[src/rtl/spi_seq_pkg.sv]
// Shared types for the SPI master transfer sequencer.
// Assumes: nothing beyond the system clock domain.
package spi_seq_pkg;

    // Sequencer states, in the order a transfer visits them.
    typedef enum logic [3:0] {
        S_IDLE,     // bus released, waiting for start and data
        S_LEAD_A,   // select asserted, wait internal rise
        S_LEAD_B,   // select asserted, wait internal fall
        S_ARM,      // byte loaded, phase-1 clock unmasked
        S_SHIFT,    // phase-0 clock unmasked, shifting bits
        S_MARK,     // byte finished, flag done
        S_DECIDE,   // continue in place or wind down
        S_QUIET,    // clock masked, start of hold
        S_TAIL_A,   // select hold, first period
        S_TAIL_B,   // select hold, second period
        S_GAP       // select released, minimum high time
    } seq_state_t;

endpackage

[src/rtl/spi_sck_div.sv]
// Serial clock divider. A free-running counter produces the internal
// serial clock, plus one-cycle event pulses that mark the cycle before
// each internal rising and falling edge.
// Assumes: div_sel stays steady while a transfer is in progress.
module spi_sck_div #(
    parameter int SEL_W = 2
) (
    input  logic             clk,
    input  logic             rst_n,
    input  logic [SEL_W-1:0] div_sel,
    output logic             sck_int,
    output logic             rise_evt,
    output logic             fall_evt
);
    localparam int CNT_W = (1 << SEL_W) + 1;
    localparam int IDX_W = $clog2(CNT_W);

    logic [CNT_W-1:0] cnt;
    logic [IDX_W-1:0] bit_idx;
    logic [CNT_W-1:0] lo_mask;
    logic             lo_full;

    // Free-running divider counter.
    always_ff @(posedge clk) begin
        if (!rst_n) cnt <= '0;
        else        cnt <= cnt + 1'b1;
    end

    // Select the counter bit for the chosen rate and find the wrap points below it.
    always_comb begin
        bit_idx  = IDX_W'(div_sel) + IDX_W'(1);
        lo_mask  = (CNT_W'(1) << bit_idx) - CNT_W'(1);
        lo_full  = (cnt & lo_mask) == lo_mask;
        sck_int  = cnt[bit_idx];
        rise_evt = lo_full && !cnt[bit_idx];
        fall_evt = lo_full && cnt[bit_idx];
    end

    // A rise event is followed by a high internal clock unless the rate changed.
    assert_rise_then_high_R1: assert property (@(posedge clk) disable iff (!rst_n)
        rise_evt |=> (sck_int || div_sel != $past(div_sel)));
    assert_fall_then_low_R1: assert property (@(posedge clk) disable iff (!rst_n)
        fall_evt |=> (!sck_int || div_sel != $past(div_sel)));

endmodule

[src/rtl/spi_tx_shift.sv]
// Transmit shift register. It loads a parallel byte and shifts left one
// place per shift request. The MSB is the serial output.
// Assumes: load and shift requests are never asserted together.
module spi_tx_shift #(
    parameter int W = 8
) (
    input  logic         clk,
    input  logic         rst_n,
    input  logic         load,
    input  logic         shift,
    input  logic [W-1:0] din,
    output logic         sout
);
    logic [W-1:0] sreg;

    // Load a new byte, or move the next bit into the MSB position.
    always_ff @(posedge clk) begin
        if (!rst_n)     sreg <= '0;
        else if (load)  sreg <= din;
        else if (shift) sreg <= {sreg[W-2:0], 1'b0};
    end

    assign sout = sreg[W-1];

    assert_no_load_shift_clash_R4: assert property (@(posedge clk) disable iff (!rst_n)
        !(load && shift));

endmodule

[src/rtl/spi_seq_fsm.sv]
// Transfer sequencer. Walks the select setup, the byte shift, the
// continue-or-stop decision and the select hold and gap. It advances
// only on the divider's event pulses.
// Assumes: rise/fall events are one-cycle pulses from spi_sck_div.
module spi_seq_fsm
    import spi_seq_pkg::*;
#(
    parameter int W = 8
) (
    input  logic       clk,
    input  logic       rst_n,
    input  logic       start,
    input  logic       xmit_empty,
    input  logic       contend_n,
    input  logic       cpha,
    input  logic       rise_evt,
    input  logic       fall_evt,
    output seq_state_t state,
    output logic       load_en,
    output logic       shift_en,
    output logic       ss_act,
    output logic       mask_ph0,
    output logic       mask_ph1,
    output logic       done
);
    localparam int BC_W = $clog2(W);
    localparam logic [BC_W-1:0] LAST = BC_W'(W - 1);

    seq_state_t      nxt;
    logic [BC_W-1:0] bit_cnt;

    // Next-state logic. Contention overrides every other condition.
    always_comb begin
        nxt      = state;
        load_en  = 1'b0;
        shift_en = 1'b0;
        if (!contend_n) begin
            nxt = S_IDLE;
        end else begin
            case (state)
                S_IDLE:   if (start && !xmit_empty) nxt = S_LEAD_A;
                S_LEAD_A: if (rise_evt) nxt = S_LEAD_B;
                S_LEAD_B: if (fall_evt) begin
                              nxt     = S_ARM;
                              load_en = 1'b1;
                          end
                S_ARM:    if (rise_evt) nxt = S_SHIFT;
                S_SHIFT:  if (rise_evt) begin
                              shift_en = 1'b1;
                              if (bit_cnt == LAST) nxt = S_MARK;
                          end
                S_MARK:   if (fall_evt) nxt = S_DECIDE;
                S_DECIDE: if (start && cpha && !xmit_empty) begin
                              nxt     = S_ARM;
                              load_en = 1'b1;
                          end else if (fall_evt) begin
                              nxt = S_QUIET;
                          end
                S_QUIET:  if (fall_evt) nxt = S_TAIL_A;
                S_TAIL_A: if (fall_evt) nxt = S_TAIL_B;
                S_TAIL_B: if (fall_evt) nxt = S_GAP;
                S_GAP:    if (fall_evt) nxt = S_IDLE;
                default:  nxt = S_IDLE;
            endcase
        end
    end

    // State register.
    always_ff @(posedge clk) begin
        if (!rst_n) state <= S_IDLE;
        else        state <= nxt;
    end

    // Bit counter: cleared on each load, advanced on each shift.
    always_ff @(posedge clk) begin
        if (!rst_n)        bit_cnt <= '0;
        else if (load_en)  bit_cnt <= '0;
        else if (shift_en) bit_cnt <= bit_cnt + 1'b1;
    end

    // Done flag: set when the last bit leaves, cleared by the next load.
    always_ff @(posedge clk) begin
        if (!rst_n)                                done <= 1'b0;
        else if (load_en)                          done <= 1'b0;
        else if (state == S_SHIFT && nxt == S_MARK) done <= 1'b1;
    end

    // Decode the select and clock masks from the state.
    always_comb begin
        ss_act   = (state != S_IDLE) && (state != S_GAP);
        mask_ph1 = (state == S_ARM) || (state == S_SHIFT);
        mask_ph0 = (state == S_SHIFT);
    end

    assert_contention_idle_R11: assert property (@(posedge clk) disable iff (!rst_n)
        !contend_n |=> state == S_IDLE);
    assert_leave_idle_R3: assert property (@(posedge clk) disable iff (!rst_n)
        (state != S_IDLE && $past(state) == S_IDLE) |-> $past(start && !xmit_empty && contend_n));
    assert_byte_length_R4: assert property (@(posedge clk) disable iff (!rst_n)
        ($past(state) == S_SHIFT && state == S_MARK) |-> $past(bit_cnt) == LAST);

endmodule

[src/rtl/spi_xfer_seq.sv]
// SPI master transfer sequencer, top level. It joins the divider, the
// sequencer and the shift register, and registers every bus pin so that
// SCK, MOSI and the selects leave the block with the same one-cycle delay.
// Assumes: configuration inputs stay steady during a transfer.
module spi_xfer_seq
    import spi_seq_pkg::*;
#(
    parameter int DATA_W = 8,
    parameter int SS_W   = 8,
    parameter int DIV_W  = 2
) (
    input  logic              clk,
    input  logic              rst_n,
    input  logic              start,
    input  logic              xmit_empty,
    input  logic              cpol,
    input  logic              cpha,
    input  logic [DIV_W-1:0]  div_sel,
    input  logic [SS_W-1:0]   ss_mask,
    input  logic [DATA_W-1:0] tx_byte,
    input  logic              contend_n,
    output logic              load_taken,
    output logic              done,
    output logic              busy,
    output logic              sck,
    output logic              mosi,
    output logic [SS_W-1:0]   ss_n,
    output logic              sck_oe,
    output logic              mosi_oe,
    output logic              ss_oe
);
    seq_state_t state;
    logic sck_int, rise_evt, fall_evt;
    logic load_en, shift_en, ss_act, mask_ph0, mask_ph1;
    logic sout, sck_raw, oe_q;

    spi_sck_div #(.SEL_W(DIV_W)) i_div (
        .clk(clk), .rst_n(rst_n), .div_sel(div_sel),
        .sck_int(sck_int), .rise_evt(rise_evt), .fall_evt(fall_evt)
    );

    spi_seq_fsm #(.W(DATA_W)) i_fsm (
        .clk(clk), .rst_n(rst_n), .start(start), .xmit_empty(xmit_empty),
        .contend_n(contend_n), .cpha(cpha), .rise_evt(rise_evt), .fall_evt(fall_evt),
        .state(state), .load_en(load_en), .shift_en(shift_en), .ss_act(ss_act),
        .mask_ph0(mask_ph0), .mask_ph1(mask_ph1), .done(done)
    );

    spi_tx_shift #(.W(DATA_W)) i_shift (
        .clk(clk), .rst_n(rst_n), .load(load_en), .shift(shift_en),
        .din(tx_byte), .sout(sout)
    );

    // Choose the phase variant of the internal clock and apply the polarity.
    always_comb begin
        sck_raw = cpol ^ ((mask_ph1 && cpha && sck_int) || (mask_ph0 && !cpha && !sck_int));
    end

    // Register all pin outputs and the status signals.
    always_ff @(posedge clk) begin
        if (!rst_n) begin
            sck        <= 1'b0;
            mosi       <= 1'b0;
            ss_n       <= '1;
            oe_q       <= 1'b1;
            busy       <= 1'b0;
            load_taken <= 1'b0;
        end else begin
            sck        <= sck_raw;
            mosi       <= sout;
            ss_n       <= ~(ss_mask & {SS_W{ss_act}});
            oe_q       <= contend_n;
            busy       <= ss_act;
            load_taken <= load_en;
        end
    end

    assign sck_oe  = oe_q;
    assign mosi_oe = oe_q;
    assign ss_oe   = oe_q;

    assert_load_pulse_R8: assert property (@(posedge clk) disable iff (!rst_n)
        load_taken |=> !load_taken);
    assert_ss_steady_on_edge_R5: assert property (@(posedge clk) disable iff (!rst_n)
        (sck != $past(sck)) |-> (ss_n == $past(ss_n)));
    assert_tristate_R11: assert property (@(posedge clk) disable iff (!rst_n)
        !contend_n |=> !(sck_oe || mosi_oe || ss_oe));
    assert_done_in_window_R9: assert property (@(posedge clk) disable iff (!rst_n)
        $rose(done) |-> busy);

endmodule

[config.mk]
export PLATFORM = sky130hd
export DESIGN_NAME = spi_xfer_seq
export DESIGN_NICKNAME = d
export VERILOG_FILES = /design/src/rtl/spi_seq_pkg.sv /design/src/rtl/spi_sck_div.sv /design/src/rtl/spi_tx_shift.sv /design/src/rtl/spi_seq_fsm.sv /design/src/rtl/spi_xfer_seq.sv
export SDC_FILE = /design/constraint.sdc
export NUM_CORES = 1
export LEC_CHECK = 0
export ABC_AREA = 1
export ABC_CLOCK_PERIOD_IN_PS = 1500
export BUFFER_PORTS_ARGS = -buffer_cell sky130_fd_sc_hd__buf_2
export CAP_MARGIN = 20
export CORE_UTILIZATION = 45
export DETAILED_ROUTE_END_ITERATION = 8
export PLACE_DENSITY = 0.82
export SYNTH_ARGS = -nofsm -noshare
export SYNTH_HDL_FRONTEND = slang
export SYNTH_SLANG_ARGS = --single-unit
[constraint.sdc]
create_clock -name clk -period 1.5 [get_ports clk]
set_input_delay 0.3 -clock clk [delete_from_list [all_inputs] [get_ports clk]]
set_output_delay 0.3 -clock clk [all_outputs]
set_load 0.05 [all_outputs]
==> flow_summary.json <==
{
  "ys_ff_latch": 34,
  "max-vdd-ir-drop_mv": 0.735,
  "port_buffers": 40,
  "totalPowerFinal_w": 0.00192,
  "post-route-drc-count": 0,
  "dp_hpwl_mm": 2.88,
  "coreArea_mm2": 0.00366,
  "fmax_mhz": 640,
  "clockPowerShare_pct": 37.0,
  "yosys_warnings": 0,
  "whs_path_depth": 2,
  "layout_setup_ws_ns": -0.0616,
  "syn_to_final_growth_pct": 48.0,
  "cp_num_buf_inv": 7,
  "seq_area_frac_synth_pct": 39.7,
  "cap_violations": 0,
  "p_seq_share_pct": 48.3,
  "cp.required_ns": 1.69,
  "drtIter0Drc": 85,
  "cpLargestDelayFamily": "buffers and inverters",
  "utilization_pct": 69.3,
  "worstPathCellList": "buf_12 > inv_12 > ha_4 > inv_2 > nand4_1 > buf_4 > nand3_4 > nor3_4 > buf_6 > inv_4 > nand2_2 > nand2_1 > nand2_1 > inv_1",
  "cpPeakStageDelay_ns": 0.27,
  "p_switching_w": 0.000518,
  "async_reset_ff_share_pct": 0,
  "dpl.cell_count": 341,
  "antenna_found_initial": 0,
  "ios": 41,
  "synth-edff-count": 0,
  "period_share_pct": 104,
  "layout_common_cells": "nand2_1 (52), buf_2 (38), dfxtp_1 (27)",
  "gp_congestion": 0.894,
  "cp-start-kind": "input pin",
  "synth.net_count": 270,
  "synthFlopType": "dfxtp_1",
  "power_density_mw_per_mm2": 757,
  "path_max_fanout": 5,
  "layout_commonest_cell": "nand2_1",
  "worstSetupPathType": "in -> reg",
  "synthesis.area_mm2": 0.00171,
  "clock-root-buffer": "clkbuf_8",
  "clock_skew_ns": 0.00343,
  "start_util_pct": 46.8,
  "clk_latency_ns": 0.29,
  "min_from": "ss_mask[5]",
  "cp_slowest_cell": "nor3_4",
  "viasPerCell": 5.09,
  "violations": "setup timing",
  "drive_gt1_share_pct": 48.5,
  "slew_violations": 0,
  "die-width_um": 63.7,
  "final.min_clock_period_ns": 1.56,
  "htree_levels": 2,
  "end_kind": "register",
  "run_status": "finished with violations",
  "wirelength_mm": 4.48,
  "fin_nets": 340,
  "p_comb_share_pct": 14.7,
  "ctsHoldBuffers": 0,
  "hold_end": "ss_n[5]",
  "hold_viol": 0,
  "yosysUniqueCellTypes": 34,
  "r2r_end": "i_fsm.done",
  "swShare_pct": 27.0,
  "reg2regPathDepth": 10,
  "vias": 1818,
  "multiInputGateArea_mm2": 0.00108,
  "core.rowCount": 22,
  "grt_pass1_wl_mm": 6.38,
  "cts_tree": "built",
  "tightest_slew_ns": 0.310,
  "leakage_nw": 1.19,
  "seqCellArea_um2": 692,
  "first_global_vias": 1581,
  "grt_max_degree": 12,
  "syn_area_per_cell_um2": 7.20,
  "synthCells": 238,
  "routedWlPerCell_um": 12.5,
  "relSlewSlack_pct": 79.3,
  "clk_path_buf_depth": 2,
  "final_cells": 357,
  "fin_area_mm2": 0.00254,
  "cts_buffers": 5,
  "p_int_w": 0.00140,
  "worstPathArrival_ns": 1.76,
  "place_ws_ns": -0.443,
  "ant_nets": 0,
  "diodes": 0,
  "setup_viol": 13,
  "die_h_um": 63.7,
  "r2r_slack_ns": -0.06,
  "cts.reportedPaths.clkPinSlew_ns": 0.07,
  "crit_top_cell": "nand2_1",
  "die_area_mm2": 0.00406,
  "dr.pass1.iters": 4,
  "reg2reg_from": "i_fsm.state[0]",
  "place_area_mm2": 0.00214,
  "rsz0062_at_grt": "true",
  "clock_sinks": 34,
  "nFillCells": 284,
  "globalRouteTotalUtil_pct": 20.4,
  "grt_overflow_total": 0,
  "hold_class": "in -> reg"
}
## stage by stage
step | hold WS, ns | setup TNS (ns)
2_1_floorplan | 0.370 | -0.361
6_report | 0.163 | -0.567
3_3_place_gp | 0.415 | -6.21
3_5_place_dp | 0.415 | -6.92
4_1_cts | 0.155 | -0.590
5_1_grt | 0.156 | -1.71
## final cells by class
cell class	instances	share of cell area [%]
clock inverters	2	0.493
flip-flops and latches	34	27.3
well taps	48	2.37
repair buffers	68	18.0
multi-input cells	166	42.7
inverters	33	5.97
clock buffers	6	3.26
## routing by layer
layer,vias up,track usage (%),routed length [µm]
met4,0,10.2,146
met3,12,4.89,201
li1,898,-,-
met1,856,23.8,1840
met5,-,0,0
met2,52,34.3,2300
## sequential cells by signal (all words and copies together) (netlist names)
register,cells
mosi,1
load_taken,1
mosi_oe,1
ss_n,8
busy,1
i_fsm.bit_cnt,3
i_div.cnt,5
i_fsm.done,1
sck,1
i_shift.sreg,8
i_fsm.state,4
## worst max path at each step
stage | endpoint | start | depth (start not counted) | slack, ns
CTS | i_shift.sreg[5] | i_div.cnt[0] | 10 | -0.08
finish | i_fsm.bit_cnt[2] | div_sel[0] | 14 | -0.06
floorplan | i_fsm.bit_cnt[2] | div_sel[0] | 14 | -0.07
detailed placement | i_fsm.bit_cnt[2] | div_sel[0] | 14 | -0.44
global route | i_fsm.done | i_fsm.state[0] | 10 | -0.15
global placement | i_fsm.bit_cnt[1] | div_sel[0] | 14 | -0.41
## cell usage after synthesis, types with 3 or more instances
master | instances | area, µm²
dfxtp_1 | 34 | 681
ha_1 | 7 | 87.6
nand3_1 | 25 | 125
a21oi_1 | 10 | 50.1
nor2_2 | 3 | 18.8
nor2_1 | 19 | 71.3
o21ai_0 | 7 | 35.0
inv_2 | 4 | 15.0
nand2_1 | 71 | 267
inv_1 | 28 | 105
nor3_1 | 3 | 15.0
## kinds of logic after synthesis
group | count (synthesis) | synth area share, %
AOI/OAI and AO/OA | 26 | 9.86
xor gates and xnor gates | 1 | 0.511
adders and majority gates | 7 | 5.11
buffers and inverters | 38 | 9.63
DFF | 34 | 39.7
and+or+nand+nor | 132 | 35.2
## power by group through the flow
| stage | clock network (W) | logic (W) | registers (W) |
|---|---|---|---|
| floorplan | 0 | 0.000111 | 0.000970 |
| global placement | 0 | 0.000222 | 0.000945 |
| detailed placement | 0 | 0.000225 | 0.000945 |
| CTS | 0.000725 | 0.000237 | 0.000926 |
| global route | 0.000760 | 0.000306 | 0.000928 |
| finish | 0.000709 | 0.000283 | 0.000927 |
## repair_timing
item                       CTS  global route
gates cloned                 0             0
buffers inserted             1             7
setup endpoints to repair   18            18
resized for setup           12            65
pin swaps                   15            29
Power figures use the tool's default switching activity.
